==> config.mk <==
export PLATFORM = sky130hd
export DESIGN_NAME = sector_guard
export DESIGN_NICKNAME = d
export VERILOG_FILES = /design/src/rtl/sector_guard.sv
export SDC_FILE = /design/constraint.sdc
export NUM_CORES = 1
export LEC_CHECK = 0
export BUFFER_PORTS_ARGS = -buffer_cell sky130_fd_sc_hd__buf_2
export CAP_MARGIN = 15
export CORE_ASPECT_RATIO = 1.5
export CORE_MARGIN = 5
export CORE_UTILIZATION = 48
export CTS_BUF_LIST = sky130_fd_sc_hd__clkbuf_4
export CTS_CLUSTER_SIZE = 8
export DETAILED_ROUTE_END_ITERATION = 8
export PLACE_DENSITY = 0.85
export SLEW_MARGIN = 25
export SYNTH_ARGS = -nofsm -noshare
export SYNTH_HDL_FRONTEND = slang
export SYNTH_SLANG_ARGS = --single-unit
==> constraint.sdc <==
create_clock -name clk -period 2.6 [get_ports clk]
set_input_delay 0.13 -clock clk [delete_from_list [all_inputs] [get_ports clk]]
set_output_delay 0.13 -clock clk [all_outputs]
set_load 0.01 [all_outputs]
==> src/rtl/sector_guard.sv <==
`timescale 1ns/1ps
module sector_guard #(
  parameter int AW    = 19,
  parameter int NPART = 11,
  parameter int NUNI  = 8
) (
  input  logic          clk,
  input  logic          rst_n,
  input  logic          req_valid,
  input  logic [AW-1:0] req_addr,
  input  logic          req_uniform,
  input  logic          boot_lock_n,
  input  logic          wprot_n,
  input  logic          lock_we,
  input  logic          lock_bank,
  input  logic [3:0]    lock_idx,
  input  logic          lock_val,
  output logic [3:0]    sec_idx,
  output logic [6:0]    sec_kb,
  output logic          permit,
  output logic          deny_boot,
  output logic          deny_wp,
  output logic          deny_lock,
  output logic          deny_rst
);

  logic          r_vld, r_uni, r_bl, r_wp;
  logic [AW-1:0] r_addr;
  logic [NPART-1:0] lock_part;
  logic [NUNI-1:0]  lock_uni;
  logic [15:0]      part_pad, uni_pad;
  logic [2:0]       top3;
  logic             is_boot, lock_hit;

  always_ff @(posedge clk or negedge rst_n) begin
    if (!rst_n) begin
      r_vld  <= 1'b0;
      r_uni  <= 1'b0;
      r_bl   <= 1'b0;
      r_wp   <= 1'b0;
      r_addr <= '0;
    end else begin
      r_vld <= req_valid;
      if (req_valid) begin
        r_addr <= req_addr;
        r_uni  <= req_uniform;
        r_bl   <= boot_lock_n;
        r_wp   <= wprot_n;
      end
    end
  end

  for (genvar i = 0; i < NPART; i++) begin : g_part
    always_ff @(posedge clk or negedge rst_n)
      if (!rst_n) lock_part[i] <= 1'b0;
      else if (lock_we && !lock_bank && lock_idx == 4'(i)) lock_part[i] <= lock_val;
  end

  for (genvar i = 0; i < NUNI; i++) begin : g_uni
    always_ff @(posedge clk or negedge rst_n)
      if (!rst_n) lock_uni[i] <= 1'b0;
      else if (lock_we && lock_bank && lock_idx == 4'(i)) lock_uni[i] <= lock_val;
  end

  assign top3    = r_addr[AW-1:AW-3];
  assign is_boot = &top3;

  always_comb begin
    if (r_uni || top3 != 3'd0) begin
      sec_idx = r_uni ? {1'b0, top3} : {1'b0, top3} + 4'd3;
      sec_kb  = 7'd64;
    end else if (r_addr[15]) begin
      sec_idx = 4'd3; sec_kb = 7'd32;
    end else if (r_addr[14]) begin
      sec_idx = 4'd2; sec_kb = 7'd16;
    end else begin
      sec_idx = {3'd0, r_addr[13]}; sec_kb = 7'd8;
    end
  end

  assign part_pad = 16'(lock_part);
  assign uni_pad  = 16'(lock_uni);
  assign lock_hit = r_uni ? uni_pad[sec_idx] : part_pad[sec_idx];

  assign deny_rst  = ~rst_n;
  assign deny_boot = rst_n & r_vld & is_boot & ~r_bl;
  assign deny_wp   = rst_n & r_vld & ~is_boot & ~r_wp;
  assign deny_lock = rst_n & r_vld & lock_hit;
  assign permit    = rst_n & r_vld & ~deny_boot & ~deny_wp & ~deny_lock;

  // assertions
  always_comb
    if (!rst_n) assert (!permit && !deny_boot && !deny_wp && !deny_lock)
      else $error("p_reset_deny_r7");

  p_locks_hold_r6: assert property (@(posedge clk) disable iff (!rst_n)
    !lock_we |=> ($stable(lock_part) && $stable(lock_uni)));

  p_boot_pin_r3: assert property (@(posedge clk) disable iff (!rst_n)
    (req_valid && !boot_lock_n && &req_addr[AW-1:AW-3]) |=> (!permit && deny_boot));

  p_wp_pin_r4: assert property (@(posedge clk) disable iff (!rst_n)
    (req_valid && !wprot_n && !(&req_addr[AW-1:AW-3])) |=> (!permit && deny_wp));

  p_uniform_idx_r2: assert property (@(posedge clk) disable iff (!rst_n)
    (req_valid && req_uniform) |=> (sec_idx == {1'b0, $past(req_addr[AW-1:AW-3])} && sec_kb == 7'd64));

  p_size_onehot_r1: assert property (@(posedge clk) disable iff (!rst_n)
    $countones(sec_kb) == 1);

  p_no_req_quiet_r8: assert property (@(posedge clk) disable iff (!rst_n)
    !req_valid |=> !(permit || deny_boot || deny_wp || deny_lock));

endmodule

======== Word-level counts from Yosys, hierarchy flattened ========
Cells that the tools add are included.
storage, ports and cells
  flip-flop bits (word level) ............. 42
  logic and storage cells ................. 90
  input port bits ......................... 32
  memory bits (writable) .................. 0
  latch bits .............................. 0
  memories kept ........................... 0
  bits in read-only memories .............. 0
operators by class
  add/sub/neg operators ................... 1
  bitwise operators ....................... 16
  $lt $le $gt $ge ......................... 1
  divide/modulo/power cells ............... 0
  equal/unequal tests ..................... 10
  $mul .................................... 0
  shifts and indexed selects .............. 0
  reduce and logical (&&, ||, !) cells .... 26
  mux-type cells .......................... 12
operators by type and width
  kind                   count
  $logic_and A1 B1 Y1    21
  $eq A4 B3 Y1 const B   4
  $eq A4 B4 Y1 const B   3
  $and A1 B1 Y1          9
  $bmux W1 S4            2
  $eq A4 B2 Y1 const B   2
  $mux W4                2
  $mux W7                1
  $not A1 Y1             7
  $mux W6                1
  $lt A4 B5 Y1 const B   1
  $mux W5                1
  $add A3 B2 Y4 const B  1
  $eq A4 B1 Y1 const B   1
  $logic_not A4 Y1       1
  $mux W2                2
  $mux W1                3
  $reduce_and A3 Y1      1
  $reduce_bool A3 Y1     1
  $logic_not A1 Y1       1
  $logic_or A1 B1 Y1     1

======== Longest topological paths before layout ========
Gate-level depths: netlist (run 1).
  depth in word-level cells ............... 9
  mapped depth ............................ 11
  mapped depth without buffers ............ 9

======== Least setup slack after synthesis (run 1) ========
OpenSTA, ideal clock, no wires.
  kind .................................... register to output
  from .................................... register r_addr[16]
  to ...................................... output permit
  cell stages (with the launch flop) ...... 9
  data arrival time ....................... 2.524 ns
  slack ................................... -0.054 ns
  cells stage by stage .................... dfrtp_1 inv_1 ha_1 nor2b_1 mux2_2 o21ai_0 mux4_2 a22oi_2 o311a_1
on the way
  word-level cells in the longest chain between the ends .. 9
  elaborated cells on any way between the ends .. 23
  classes of those cells .................. add/sub: 1; mux: 7; bitwise: 12; reduce/logical: 3
ends and longest elaborated chain
  what                                                        RTL line  RTL
  from (decl)                                                 28        logic [AW-1:0] r_addr;
  from (signal assigned)                                      45        r_addr <= req_addr;
  $add A3 B2 Y4 / $reduce_bool A3 Y1 (equally long branches)  70, 69
  $mux W4 / $logic_or A1 B1 Y1 (equally long branches)        70, 69
  $mux W4 (*)                                                 69        if (r_uni || top3 != 3'd0) begin
  net sec_idx[1]                                              18        output logic [3:0] sec_idx,
  $bmux W1 S4                                                 83        assign lock_hit = r_uni ? uni_pad[sec_idx] : part_pad[sec_idx];
  $mux W1 (not written as such)                               83
  $mux W1 (*)                                                 83
  $and A1 B1 Y1 (*)                                           88        assign deny_lock = rst_n & r_vld & lock_hit;
  $not A1 Y1 (*)                                              89        assign permit = rst_n & r_vld & ~deny_boot & ~deny_wp & ~deny_lock;
  $and A1 B1 Y1 (*)                                           89
  to (decl)                                                   20        output logic permit,
Mark *: on every way through the listed nets, which the timed path passes. The rest lies on a longest branch. The select of a mux whose other input is x is not followed.

======== Final worst setup path (run 1) ========
  from .................................... register r_addr[17]
  to ...................................... output permit
on the way
  word-level cells in the longest chain between the ends .. 9
  elaborated cells on any way between the ends .. 23
  classes of those cells .................. add/sub: 1; mux: 7; bitwise: 12; reduce/logical: 3
ends and longest elaborated chain
  what                                                        RTL line
  $add A3 B2 Y4 / $reduce_bool A3 Y1 (equally long branches)  70, 69
  $mux W4 / $logic_or A1 B1 Y1 (equally long branches)        70, 69
  $mux W4                                                     69
  $bmux W1 S4                                                 83
  $mux W1 (not written as such)                               83
  $mux W1                                                     83
  $and A1 B1 Y1                                               88
  $not A1 Y1                                                  89
  $and A1 B1 Y1 (*)                                           89
Every way passes the cells marked *; elsewhere a longest branch is shown, timed or not. The select of a mux whose other input is x is not followed.

==> results.txt, run 1 <==
----------------------------------------------------
[Outcome]
  Result of the run ... complete, but fails checks
  Violated checks ... setup timing

[Hold path]
  Type of the tightest min-delay check ... in -> reg

[Synthesis]
  Number of storage elements in the synthesis netlist ... 29
  Sequential area share after synthesis ... 42.5%
  Synth Flop Type ... sky130_fd_sc_hd__dfrtp_1
  Number of synthesized flops with an enable pin ... 0
  Warnings from Yosys ... 0
  Share of synthesized flip-flops with an asynchronous set or reset ... 100%
  Post-Syn Instances ... 166
  Cell Area, Synth ... 1710 µm²
  Mean instance size in the synthesized netlist ... 10.3 µm²
  Distinct cell type count after synthesis ... 40

[Routing]
  Routed Antenna Nets ... 0
  Routed via count divided by cell count ... 5.42
  Final routed wire length divided by cell count ... 14.9 µm
  Wire length after detailed routing ... 3770 µm
  Initial DRC Count ... 60
  Total via count after detailed routing ... 1370
  Number of remaining DRC errors ... 0
  Number of iterations in the first detailed-routing pass ... 4

[Floorplan]
  Starting density of the core ... 50.0%
  Die height ... 83.1 µm
  Number of top-level pins ... 48
  Core Region ... 3420 µm²
  Die X-Extent ... 58.7 µm
  Die Outline Area ... 4880 µm²
  Number of standard-cell rows in the floorplan ... 26

[Placed design]
  IO Port Bufs ... 31
  Placed wire-length estimate ... 2940 µm
  Placer congestion estimate ... 0.799
  Area of placed instances ... 1950 µm²

[Global routing]
  Largest net degree at the start of global routing ... 21
  Number of global-route vias before repair ... 1499
  Total global routing track utilization ... 17.2%
  Global-route wire length before repair ... 6560 µm
  Antenna violations before repair ... 0
  Congestion Overflow GR ... 0

[Finish]
  Net total in the final layout ... 245
  Commonest cells after routing, fill and taps aside ... 31 x sky130_fd_sc_hd__buf_2, 29 x sky130_fd_sc_hd__dfrtp_1, 26 x sky130_fd_sc_hd__mux2_2
  Fraction of layout instances using a drive strength above 1 ... 44.1%
  Post-layout instance area ... 2050 µm²
  Utilization of the core after routing ... 60.0%
  Commonest non-fill, non-tap cell in the layout ... sky130_fd_sc_hd__buf_2
  Layout area overhead ... 20.0%
  Diode insertion count for antenna repair ... 0

[Setup path]
  Endpoint class of the critical path ... output port
  Reg-to-reg critical path endpoint ... r_uni
  Setup crit start ... r_addr[17]
  Critical path fanouts, max ... 4
  Crit path to ... permit
  Crit path cell chain ... inv_2, ha_4, or3b_4, nor3_4, or2_4, inv_4, mux4_2, a22oi_2, o311a_1, buf_2
  Required time worst endpoint ... 2.47 ns
  Type of origin of the critical path ... flip-flop
  Startpoint of the worst register-to-register path ... r_uni
  Reg-to-reg setup timing slack ... 1.68 ns
  Crit path largest cell delay ... 0.43 ns
  Signal arrival time at the worst endpoint ... 2.70 ns
  Highest-delay cell along the critical path ... sky130_fd_sc_hd__mux4_2
  Setup CP Type ... reg -> out
  Worst r2r path cells ... 2

[STA]
  Unrepaired setup endpoints after global routing ... true
  Final setup slack of the worst path ... -0.229 ns
  Pins Over Slew Limit ... 0
  Timing-limited maximum frequency ... 0.353 GHz
  Final count of hold timing violations ... 0
  Final Setup Violations ... 2
  Post-layout min period ... 2.83 ns
  Final worst-path cycle share ... 109%
  Clock Skew ... 0 ns

[CTS]
  Inserted Clock Buffers ... 5
  Number of buffers between clock root and the deepest sink ... 2
  CTS clk-pin slew, worst paths ... 0.10 ns
  H-tree lvl count ... 2
  TritonCTS clock tree ... yes
  Number of clock sinks ... 29
  Insertion delay of the later-clocked pin in the worst-skew pair ... 0.32 ns
  Buffer cell driving the clock tree root ... sky130_fd_sc_hd__clkbuf_4

[Pwr]
  Static leakage power ... 0.936 nW
  Power density relative to cell area ... 571 nW/µm²
  Maximum VDD drop ... 0.000395 V

[Job]
  Number of max-capacitance violations reported ... 0

----------------------------------------------------
-- power breakdown --
group          leakage (nW)  internal (W)  switching [W]  total [W]
clock                0.0300     0.0000975       0.000156   0.000254
combinational         0.544      0.000184       0.000167   0.000351
sequential            0.361      0.000522      0.0000438   0.000566
-- layer usage --
layer / wire (µm) / track usage (%)
met5: 0 / 0
met4: 76 / 7.84
met3: 248 / 4.35
met2: 2010 / 30.9
met1: 1430 / 18.0
-- through the flow --
stage	setup WS, ns	cells	power, W	hold slack, ns	TNS (ns)
6_report	-0.229	253	0.00117	0.0117	-0.372
5_1_grt	-0.361	253	0.00124	0.0140	-0.632
4_1_cts	-0.264	253	0.00118	0.000608	-0.443
3_5_place_dp	-0.0538	243	0.000906	0.0252	-0.0538
3_3_place_gp	0.00966	243	0.000888	0.0192	0
2_1_floorplan	0.00661	168	0.000791	-0.166	0
-- logic make-up after synthesis --
logic type      synth area share (%)
compound gates                  9.08
buf+inv                         5.13
fa+ha+maj                       2.20
mux                             19.8
other cells                    0.220
flops                           42.5
simple gates                    21.1
-- worst min path at each step --
stage                       startpoint  slack, ns            to  cells after the start
after detailed placement         rst_n       0.03    r_addr[14]                      1
after floorplan                  rst_n      -0.17  lock_part[0]                      0
after CTS                 req_addr[16]     0.0006    r_addr[16]                      3
after global routing           wprot_n       0.01          r_wp                      2
final                     req_addr[16]       0.01    r_addr[16]                      3
after global placement           rst_n       0.02    r_addr[14]                      1
-- flip-flops by register name, summed over array words and instances (netlist names) --
register and cells:
r_bl 1, r_addr 6, lock_uni 8, lock_part 11, r_wp 1, r_vld 1, r_uni 1
-- cell usage after synthesis, drive strengths merged, types with 2 or more instances --
library cell	number	area share (%)
nand2b	6	2.3
nor2b	3	1.1
a21oi	3	0.88
a211oi	2	0.88
clkbuf	2	0.44
inv	5	1.2
mux2	26	17
dfrtp	29	42
and2b	2	0.95
o41ai	2	1.0
buf	8	3.4
ha	3	2.2
nor3	7	2.7
nand3	4	1.2
mux4	2	2.6
nand2	20	4.4
o21ai	7	2.3
nor2	15	3.3
o32ai	2	1.0
nor3b	6	2.6
-- cell type report --
type,count,area (µm²)
clock buffers,5,37.5
flip-flops and latches,29,726
multi-input cells,124,937
repair buffers,45,263
well taps,42,52.6
fillers,304,1370
clock inverters,3,12.5
inverters,5,21.3
-- repair_timing --
action | CTS | global route
hold buffers | 1 | 0
buffers inserted | 1 | 0
pin swaps | 5 | 0
hold endpoints to repair | 9 | 0
gates resized for setup | 8 | 0
endpoints found under the setup margin | 2 | 2
-- worst max-delay path: cells and delay by family (launching register included) --
family | cells | cell delay [ns]
adders and majority gates | 1 | 0.14
DFF | 1 | 0.41
buffers and inverters | 3 | 0.27
muxes | 1 | 0.43
and+or+nand+nor | 3 | 0.70
AOI/OAI and AO/OA | 2 | 0.41
No activity file was read; power rests on OpenSTA's default activity.
==> inputs of run 2 (changes only) <==
--- a/config.mk
+++ b/config.mk
@@ -6,14 +6,15 @@
 export NUM_CORES = 1
 export LEC_CHECK = 0
 export BUFFER_PORTS_ARGS = -buffer_cell sky130_fd_sc_hd__buf_2
-export CAP_MARGIN = 15
+export CELL_PAD_IN_SITES_DETAIL_PLACEMENT = 0
+export CELL_PAD_IN_SITES_GLOBAL_PLACEMENT = 1
 export CORE_ASPECT_RATIO = 1.5
 export CORE_MARGIN = 5
-export CORE_UTILIZATION = 48
+export CORE_UTILIZATION = 37
 export CTS_BUF_LIST = sky130_fd_sc_hd__clkbuf_4
 export CTS_CLUSTER_SIZE = 8
 export DETAILED_ROUTE_END_ITERATION = 8
-export PLACE_DENSITY = 0.85
+export PLACE_DENSITY = 0.86
 export SLEW_MARGIN = 25
 export SYNTH_ARGS = -nofsm -noshare
 export SYNTH_HDL_FRONTEND = slang
==> run 2 against run 1 <==
  * The run still ends with setup timing left
  * Largest power group unchanged
  * Largest cell class unchanged
  * Clock power up 15%
  * Highest routed layer unchanged
  * Critical endpoint unchanged
  * Wire length up 2.5%
  * Utilization down 13 points
  * Register-to-register slack worse by 0.03 ns
  * Worst setup slack improved by 0.019 ns
==> results.txt, run 2 (same netlist as run 1, synthesis figures left out) <==
----------------------------------------------------
[Placed design]
  IO Port Bufs ... 31 (unchanged)
  Placed wire-length estimate ... 3000 µm (was 2940 µm)
  Worst-case setup slack after placement ... -0.0925 ns (was -0.0538 ns)
  Placer congestion estimate ... 0.856 (was 0.799)

[Finish]
  Net total in the final layout ... 248 (was 245)
  Layout area overhead ... 22.6% (was 20.0%)
  Fraction of layout instances using a drive strength above 1 ... 45.3% (was 44.1%)
  Top flop regs ... lock_part: 11 flops, lock_uni: 8 flops, r_addr: 6 flops (unchanged)
  Utilization of the core after routing ... 46.5% (was 60.0%)
  Commonest non-fill, non-tap cell in the layout ... sky130_fd_sc_hd__buf_2 (unchanged)
  Commonest cells after routing, fill and taps aside ... 31 x sky130_fd_sc_hd__buf_2, 29 x sky130_fd_sc_hd__dfrtp_1, 26 x sky130_fd_sc_hd__mux2_2 (unchanged)
  Top register by number of flip-flops ... lock_part (unchanged)
  Number of filler cells placed in the layout ... 451 (was 304)
  Diode insertion count for antenna repair ... 0 (unchanged)
  Max FFs per register ... 11 (unchanged)

[CTS]
  Number of buffers between clock root and the deepest sink ... 2 (unchanged)
  Buffer cell driving the clock tree root ... sky130_fd_sc_hd__clkbuf_4 (unchanged)
  Number of clock sinks ... 29 (unchanged)
  Inserted Clock Buffers ... 5 (unchanged)
  TritonCTS clock tree ... yes (unchanged)
  H-tree lvl count ... 2 (unchanged)
  CTS clk-pin slew, worst paths ... 0.09 ns (was 0.10 ns)
  Insertion delay of the later-clocked pin in the worst-skew pair ... 0.32 ns (about the same)

[STA]
  Unrepaired setup endpoints after global routing ... true (unchanged)
  Slew Limit Headroom ... 64.0%
  Clock Skew ... 0 ns (unchanged)
  Slew at the pin closest to its max-slew limit ... 0.535 ns
  Final setup slack of the worst path ... -0.211 ns (was -0.229 ns)
  Final Setup Violations ... 2 (unchanged)
  Post-layout min period ... 2.81 ns (was 2.83 ns)
  Final count of hold timing violations ... 0 (unchanged)
  Pins Over Slew Limit ... 0 (unchanged)
  Final worst-path cycle share ... 108% (was 109%)
  Timing-limited maximum frequency ... 0.356 GHz (was 0.353 GHz)

[Global routing]
  Total global routing track utilization ... 14.2% (was 17.2%)
  Number of global-route vias before repair ... 1469 (was 1499)
  Global-route wire length before repair ... 6610 µm (was 6560 µm)
  Largest net degree at the start of global routing ... 28 (was 21)
  Congestion Overflow GR ... 0 (unchanged)
  Antenna violations before repair ... 0 (unchanged)

[Floorplan]
  Die height ... 93.2 µm (was 83.1 µm)
  Number of standard-cell rows in the floorplan ... 30 (was 26)
  Number of top-level pins ... 48 (unchanged)
  Core Region ... 4500 µm² (was 3420 µm²)
  Die X-Extent ... 65.5 µm (was 58.7 µm)
  Die Outline Area ... 6100 µm² (was 4880 µm²)
  Starting density of the core ... 37.9% (was 50.0%)

[Setup path]
  Critical path fanouts, max ... 4 (unchanged)
  Highest-delay cell along the critical path ... sky130_fd_sc_hd__mux4_2 (unchanged)
  Reg-to-reg critical path endpoint ... r_addr[18] (was r_uni)
  Type of origin of the critical path ... flip-flop (unchanged)
  Signal arrival time at the worst endpoint ... 2.68 ns (was 2.70 ns)
  Setup crit start ... r_addr[17] (unchanged)
  Crit path cell chain ... inv_2, ha_4, or3b_4, nor3_4, or2_4, inv_6, mux4_2, a22oi_2, o311a_1, buf_2 (was inv_2, ha_4, or3b_4, nor3_4, or2_4, inv_4, mux4_2, a22oi_2, o311a_1, buf_2)
  Required time worst endpoint ... 2.47 ns (about the same)
  Worst r2r path cells ... 2 (unchanged)
  Endpoint class of the critical path ... output port (unchanged)
  Setup CP Type ... reg -> out (unchanged)
  Crit path largest cell delay ... 0.42 ns (was 0.43 ns)
  Reg-to-reg setup timing slack ... 1.65 ns (was 1.68 ns)
  Startpoint of the worst register-to-register path ... r_addr[18] (was r_uni)

[Pwr]
  Maximum VDD drop ... 0.000324 V (was 0.000395 V)
  Static leakage power ... 0.956 nW (was 0.936 nW)
  Power density relative to cell area ... 580 nW/µm² (was 571 nW/µm²)

[Hold path]
  End point of the most critical hold path ... r_addr[15] (was r_addr[16])
  Startpoint of the most critical hold path ... req_addr[15] (was req_addr[16])
  Type of the tightest min-delay check ... in -> reg (unchanged)
  Hold Path Stages ... 3 (unchanged)

[Routing]
  Routed Antenna Nets ... 0 (unchanged)
  Initial DRC Count ... 29 (was 60)
  Total via count after detailed routing ... 1379 (was 1370)
  Wire length after detailed routing ... 3870 µm (was 3770 µm)
  Number of remaining DRC errors ... 0 (unchanged)
  Number of iterations in the first detailed-routing pass ... 4 (unchanged)
  Routed via count divided by cell count ... 5.26 (was 5.42)
  Final routed wire length divided by cell count ... 14.8 µm (was 14.9 µm)

[Outcome]
  Violated checks ... setup timing (unchanged)
  Result of the run ... complete, but fails checks (unchanged)

[Job]
  Number of max-capacitance violations reported ... 0 (unchanged)

----------------------------------------------------
run 2: changes by cell type in the layout (fill, tap and decap cells not counted):
| cell | before | now |
|---|---|---|
| sky130_fd_sc_hd__buf_4 | 13 | 15 |
| sky130_fd_sc_hd__clkbuf_4 | 5 | 8 |
| sky130_fd_sc_hd__clkinv_1 | 2 | 0 |
| sky130_fd_sc_hd__clkinv_2 | 1 | 0 |
| sky130_fd_sc_hd__dlygate4sd3_1 | 1 | 2 |
| sky130_fd_sc_hd__inv_4 | 1 | 0 |
| sky130_fd_sc_hd__inv_6 | 0 | 1 |
run 2: report_power, final:
group	switching, W	internal (W)	total [W]
clock	0.000154	0.000139	0.000293
sequential	0.0000397	0.000522	0.000562
combinational	0.000170	0.000189	0.000359
total	0.000364	0.000850	0.00121
run 2: cell type report:
cell class,count,area (µm²),area share [%]
Multi-Input combinational cell,124,937,44.7
Sequential cell,29,726,34.6
Timing Repair Buffer,48,288,13.7
Clock buffer,8,60.1,2.87
Tap cell,48,60.1,2.87
Inverter,5,23.8,1.14
run 2: per-layer routing:
metal | vias up | wire, µm | global-route usage [%]
met5 | - | 0 | 0
li1 | 681 | - | -
met3 | 7 | 135 | 3.61
met2 | 24 | 2140 | 26.1
met4 | 0 | 63 | 5.02
met1 | 667 | 1530 | 15.2
run 2: worst max-delay path by stage:
stage	end	cells past startpoint
finish	permit	10
global placement	permit	11
floorplan	permit	11
CTS	permit	10
detailed placement	permit	11
global route	permit	10
run 2: repair_timing:
action,4_1_cts,5_1_grt
resized for setup,9,0
buffers inserted,3,0
setup endpoints to repair,2,2
hold endpoints to repair,30,0
pin swaps,5,2
hold buffers,2,0
run 2: critical path: cells and delay by family, from the launching register on:
kind,cells,cell delay (ns)
adders and majority gates,1,0.14
buffers and inverters,3,0.27
muxes,1,0.42
DFF,1,0.41
and+or+nand+nor,3,0.71
AOI/OAI and AO/OA,2,0.41
run 2: stage by stage:
| step | cells | TNS (ns) | hold slack, ns | instance area (µm²) | total power, W |
|---|---|---|---|---|---|
| finish | 262 | -0.341 | 0.00469 | 2090 | 0.00121 |
| global route | 262 | -0.625 | 0.0122 | 2090 | 0.00129 |
| CTS | 262 | -0.408 | 0.000799 | 2090 | 0.00123 |
| floorplan | 168 | 0 | -0.166 | 1720 | 0.000791 |
| detailed placement | 250 | -0.122 | -0.0293 | 1960 | 0.000910 |
| global placement | 250 | -0.124 | -0.0332 | 1960 | 0.000902 |
==> inputs of run 3 (changes only) <==
--- a/config.mk
+++ b/config.mk
@@ -15,6 +15,7 @@
 export CTS_CLUSTER_SIZE = 8
 export DETAILED_ROUTE_END_ITERATION = 8
 export PLACE_DENSITY = 0.86
+export REMOVE_ABC_BUFFERS = 1
 export SLEW_MARGIN = 25
 export SYNTH_ARGS = -nofsm -noshare
 export SYNTH_HDL_FRONTEND = slang
==> run 3 against run 2 <==
  * The run still ends with setup timing left
  * Total power rose by 7.6%
  * Critical path depth unchanged
  * Final cell count up 2.3%
  * Non-clock buffer count up 6
  * Via count up 0.94%
  * Global-route usage increased by 0.21 points
  * Utilization up 1.7 points
  * Register-to-register slack got worse by 0.12 ns
  * Die area unchanged
  * Clock skew stayed put
  * Count of clock-buffer cells in the layout decreased by 2
  * Critical endpoint unchanged
  * Largest cell class unchanged
==> results.txt, run 3 (same netlist as run 1, synthesis figures left out) <==
----------------------------------------------------
[Finish]
  Max FFs per register ... 11 (unchanged)
  Commonest cells after routing, fill and taps aside ... 31 x sky130_fd_sc_hd__buf_2, 29 x sky130_fd_sc_hd__dfrtp_1, 26 x sky130_fd_sc_hd__mux2_2 (unchanged)
  Net total in the final layout ... 254 (was 248)
  Top register by number of flip-flops ... lock_part (unchanged)
  Top flop regs ... lock_part: 11 flops, lock_uni: 8 flops, r_addr: 6 flops (unchanged)
  Diode insertion count for antenna repair ... 0 (unchanged)
  Layout area overhead ... 27.1% (was 22.6%)
  Commonest non-fill, non-tap cell in the layout ... sky130_fd_sc_hd__buf_2 (unchanged)
  Fraction of layout instances using a drive strength above 1 ... 45.9% (was 45.3%)
  Post-layout instance area ... 2170 µm² (was 2090 µm²)

[Floorplan]
  Die height ... 93.2 µm (unchanged)
  Starting density of the core ... 37.9% (unchanged)
  Number of standard-cell rows in the floorplan ... 30 (unchanged)
  Number of top-level pins ... 48 (unchanged)
  Core Region ... 4500 µm² (unchanged)
  Die Outline Area ... 6100 µm² (unchanged)
  Die X-Extent ... 65.5 µm (unchanged)

[Setup path]
  Signal arrival time at the worst endpoint ... 2.68 ns (about the same)
  Required time worst endpoint ... 2.47 ns (about the same)
  Critical path fanouts, max ... 4 (unchanged)
  Endpoint class of the critical path ... output port (unchanged)
  Type of origin of the critical path ... flip-flop (unchanged)
  Setup CP Type ... reg -> out (unchanged)

[STA]
  Final Setup Violations ... 2 (unchanged)
  Timing-limited maximum frequency ... 0.356 GHz (about the same)
  Final count of hold timing violations ... 0 (unchanged)
  Pins Over Slew Limit ... 0 (unchanged)
  Unrepaired setup endpoints after global routing ... true (unchanged)
  Slew Limit Headroom ... 59.5% (was 64.0%)
  Post-layout min period ... 2.81 ns (about the same)
  Clock Skew ... 0 ns (unchanged)
  Total Neg Setup Slack ... -0.343 ns (was -0.341 ns)
  Final worst-path cycle share ... 108% (about the same)
  Final setup slack of the worst path ... -0.207 ns (was -0.211 ns)
  Slew at the pin closest to its max-slew limit ... 0.601 ns (was 0.535 ns)

[Routing]
  Routed via count divided by cell count ... 5.19 (was 5.26)
  Routed Antenna Nets ... 0 (unchanged)
  Initial DRC Count ... 47 (was 29)
  Total via count after detailed routing ... 1392 (was 1379)
  Number of iterations in the first detailed-routing pass ... 4 (unchanged)
  Final routed wire length divided by cell count ... 14.3 µm (was 14.8 µm)
  Routed wire length on met3 ... 183 µm (was 135 µm)
  Number of remaining DRC errors ... 0 (unchanged)
  Met2 WL ... 1990 µm (was 2140 µm)
  Uppermost metal layer occupied by signal nets ... met4 (unchanged)
  Post-route met1 wirelength ... 1570 µm (was 1530 µm)
  Wire length after detailed routing ... 3840 µm (was 3870 µm)

[Placed design]
  Placer congestion estimate ... 0.787 (was 0.856)
  Area of placed instances ... 1960 µm² (unchanged)
  IO Port Bufs ... 31 (unchanged)
  Placed wire-length estimate ... 2910 µm (was 3000 µm)
  Worst-case setup slack after placement ... -0.102 ns (was -0.0925 ns)

[Outcome]
  Result of the run ... complete, but fails checks (unchanged)
  Violated checks ... setup timing (unchanged)

[Pwr]
  Power density relative to cell area ... 602 nW/µm² (was 580 nW/µm²)
  Total design power ... 0.00131 W (was 0.00121 W)
  Static leakage power ... 0.993 nW (was 0.956 nW)
  Maximum VDD drop ... 0.000377 V (was 0.000324 V)

[Global routing]
  Number of global-route vias before repair ... 1491 (was 1469)
  Total global routing track utilization ... 14.4% (was 14.2%)
  Global-route wire length before repair ... 6690 µm (was 6610 µm)
  Congestion Overflow GR ... 0 (unchanged)
  Largest net degree at the start of global routing ... 20 (was 28)
  Antenna violations before repair ... 0 (unchanged)

[CTS]
  Inserted Clock Buffers ... 5 (unchanged)
  Buffer cell driving the clock tree root ... sky130_fd_sc_hd__clkbuf_4 (unchanged)
  Insertion delay of the later-clocked pin in the worst-skew pair ... 0.33 ns (was 0.32 ns)
  TritonCTS clock tree ... yes (unchanged)
  CTS clk-pin slew, worst paths ... 0.10 ns (was 0.09 ns)
  H-tree lvl count ... 2 (unchanged)
  Number of clock sinks ... 29 (unchanged)
  Number of buffers between clock root and the deepest sink ... 2 (unchanged)

[Job]
  Number of max-capacitance violations reported ... 0 (unchanged)

[Hold path]
  Type of the tightest min-delay check ... in -> reg (unchanged)

----------------------------------------------------
-- run 3: cell types whose count changed in the layout (fill, tap and decap cells not counted), sizes merged --
cell / previous run / this run
clkbuf: 8 / 6
bufinv: 0 / 1
clkinv: 0 / 1
dlygate4sd3: 2 / 4
buf: 46 / 50
-- run 3: where the power goes --
| group | switching, W | total [W] | internal (W) | leakage, nW |
|---|---|---|---|---|
| Clock | 0.000159 | 0.000370 | 0.000210 | 0.0433 |
| Sequential | 0.0000440 | 0.000566 | 0.000522 | 0.361 |
| Combinational | 0.000170 | 0.000370 | 0.000201 | 0.588 |
| Total | 0.000373 | 0.00131 | 0.000933 | 0.993 |
-- run 3: metrics by stage --
step	cells	utilization [%]	hold WS [ns]
final	268	48.2	0.0172
after CTS	266	47.6	0.00282
after detailed placement	250	43.6	0.0354
after floorplan	158	-	-0.166
after global routing	268	48.2	0.00487
after global placement	250	43.6	0.0340
-- run 3: routing by layer --
metal  vias to the layer above  GRT usage [%]
li1                        686              -
met1                       664           15.5
met2                        34           25.4
met3                         8           3.73
met4                         0           7.27
met5                         -              0
-- run 3: repair_timing --
action                                  CTS  global route
hold buffers                              4             0
endpoints found under the setup margin    2             2
gates resized for setup                   9             3
pin swaps                                 5             3
hold endpoints to repair                 13             0
setup buffers                             4             2
-- run 3: layout make-up --
class                   instances  area (µm²)
fillers                       434        2330
multi-input cells             124         947
flip-flops and latches         29         726
repair buffers                 54         338
well taps                      48        60.1
clock buffers                   6        45.0
clock inverters                 2        33.8
inverters                       5        21.3
-- run 3: critical path: stages (launching register included) --
cell,delay (ns)
sky130_fd_sc_hd__dfrtp_1,0.41
sky130_fd_sc_hd__inv_2,0.09
sky130_fd_sc_hd__ha_4,0.13
sky130_fd_sc_hd__or3b_4,0.39
sky130_fd_sc_hd__nor3_4,0.15
sky130_fd_sc_hd__or2_4,0.18
sky130_fd_sc_hd__inv_4,0.05
sky130_fd_sc_hd__mux4_2,0.43
sky130_fd_sc_hd__a22oi_2,0.20
sky130_fd_sc_hd__o311a_1,0.19
sky130_fd_sc_hd__buf_2,0.13
-- run 3: path summary, 6_finish.rpt --
path | startpoint | end | slack (ns) | cells after the start
max in group asynchronous | rst_n | lock_part[5] | 1.85 | 3
min in group asynchronous | rst_n | r_addr[17] | 0.20 | 2
setup / recovery | r_addr[16] | permit | -0.21 | 10
hold reg to reg | lock_part[5] | lock_part[5] | 0.51 | 1
hold / removal | boot_lock_n | r_bl | 0.02 | 2
setup reg to reg | r_addr[18] | r_addr[18] | 1.53 | 2
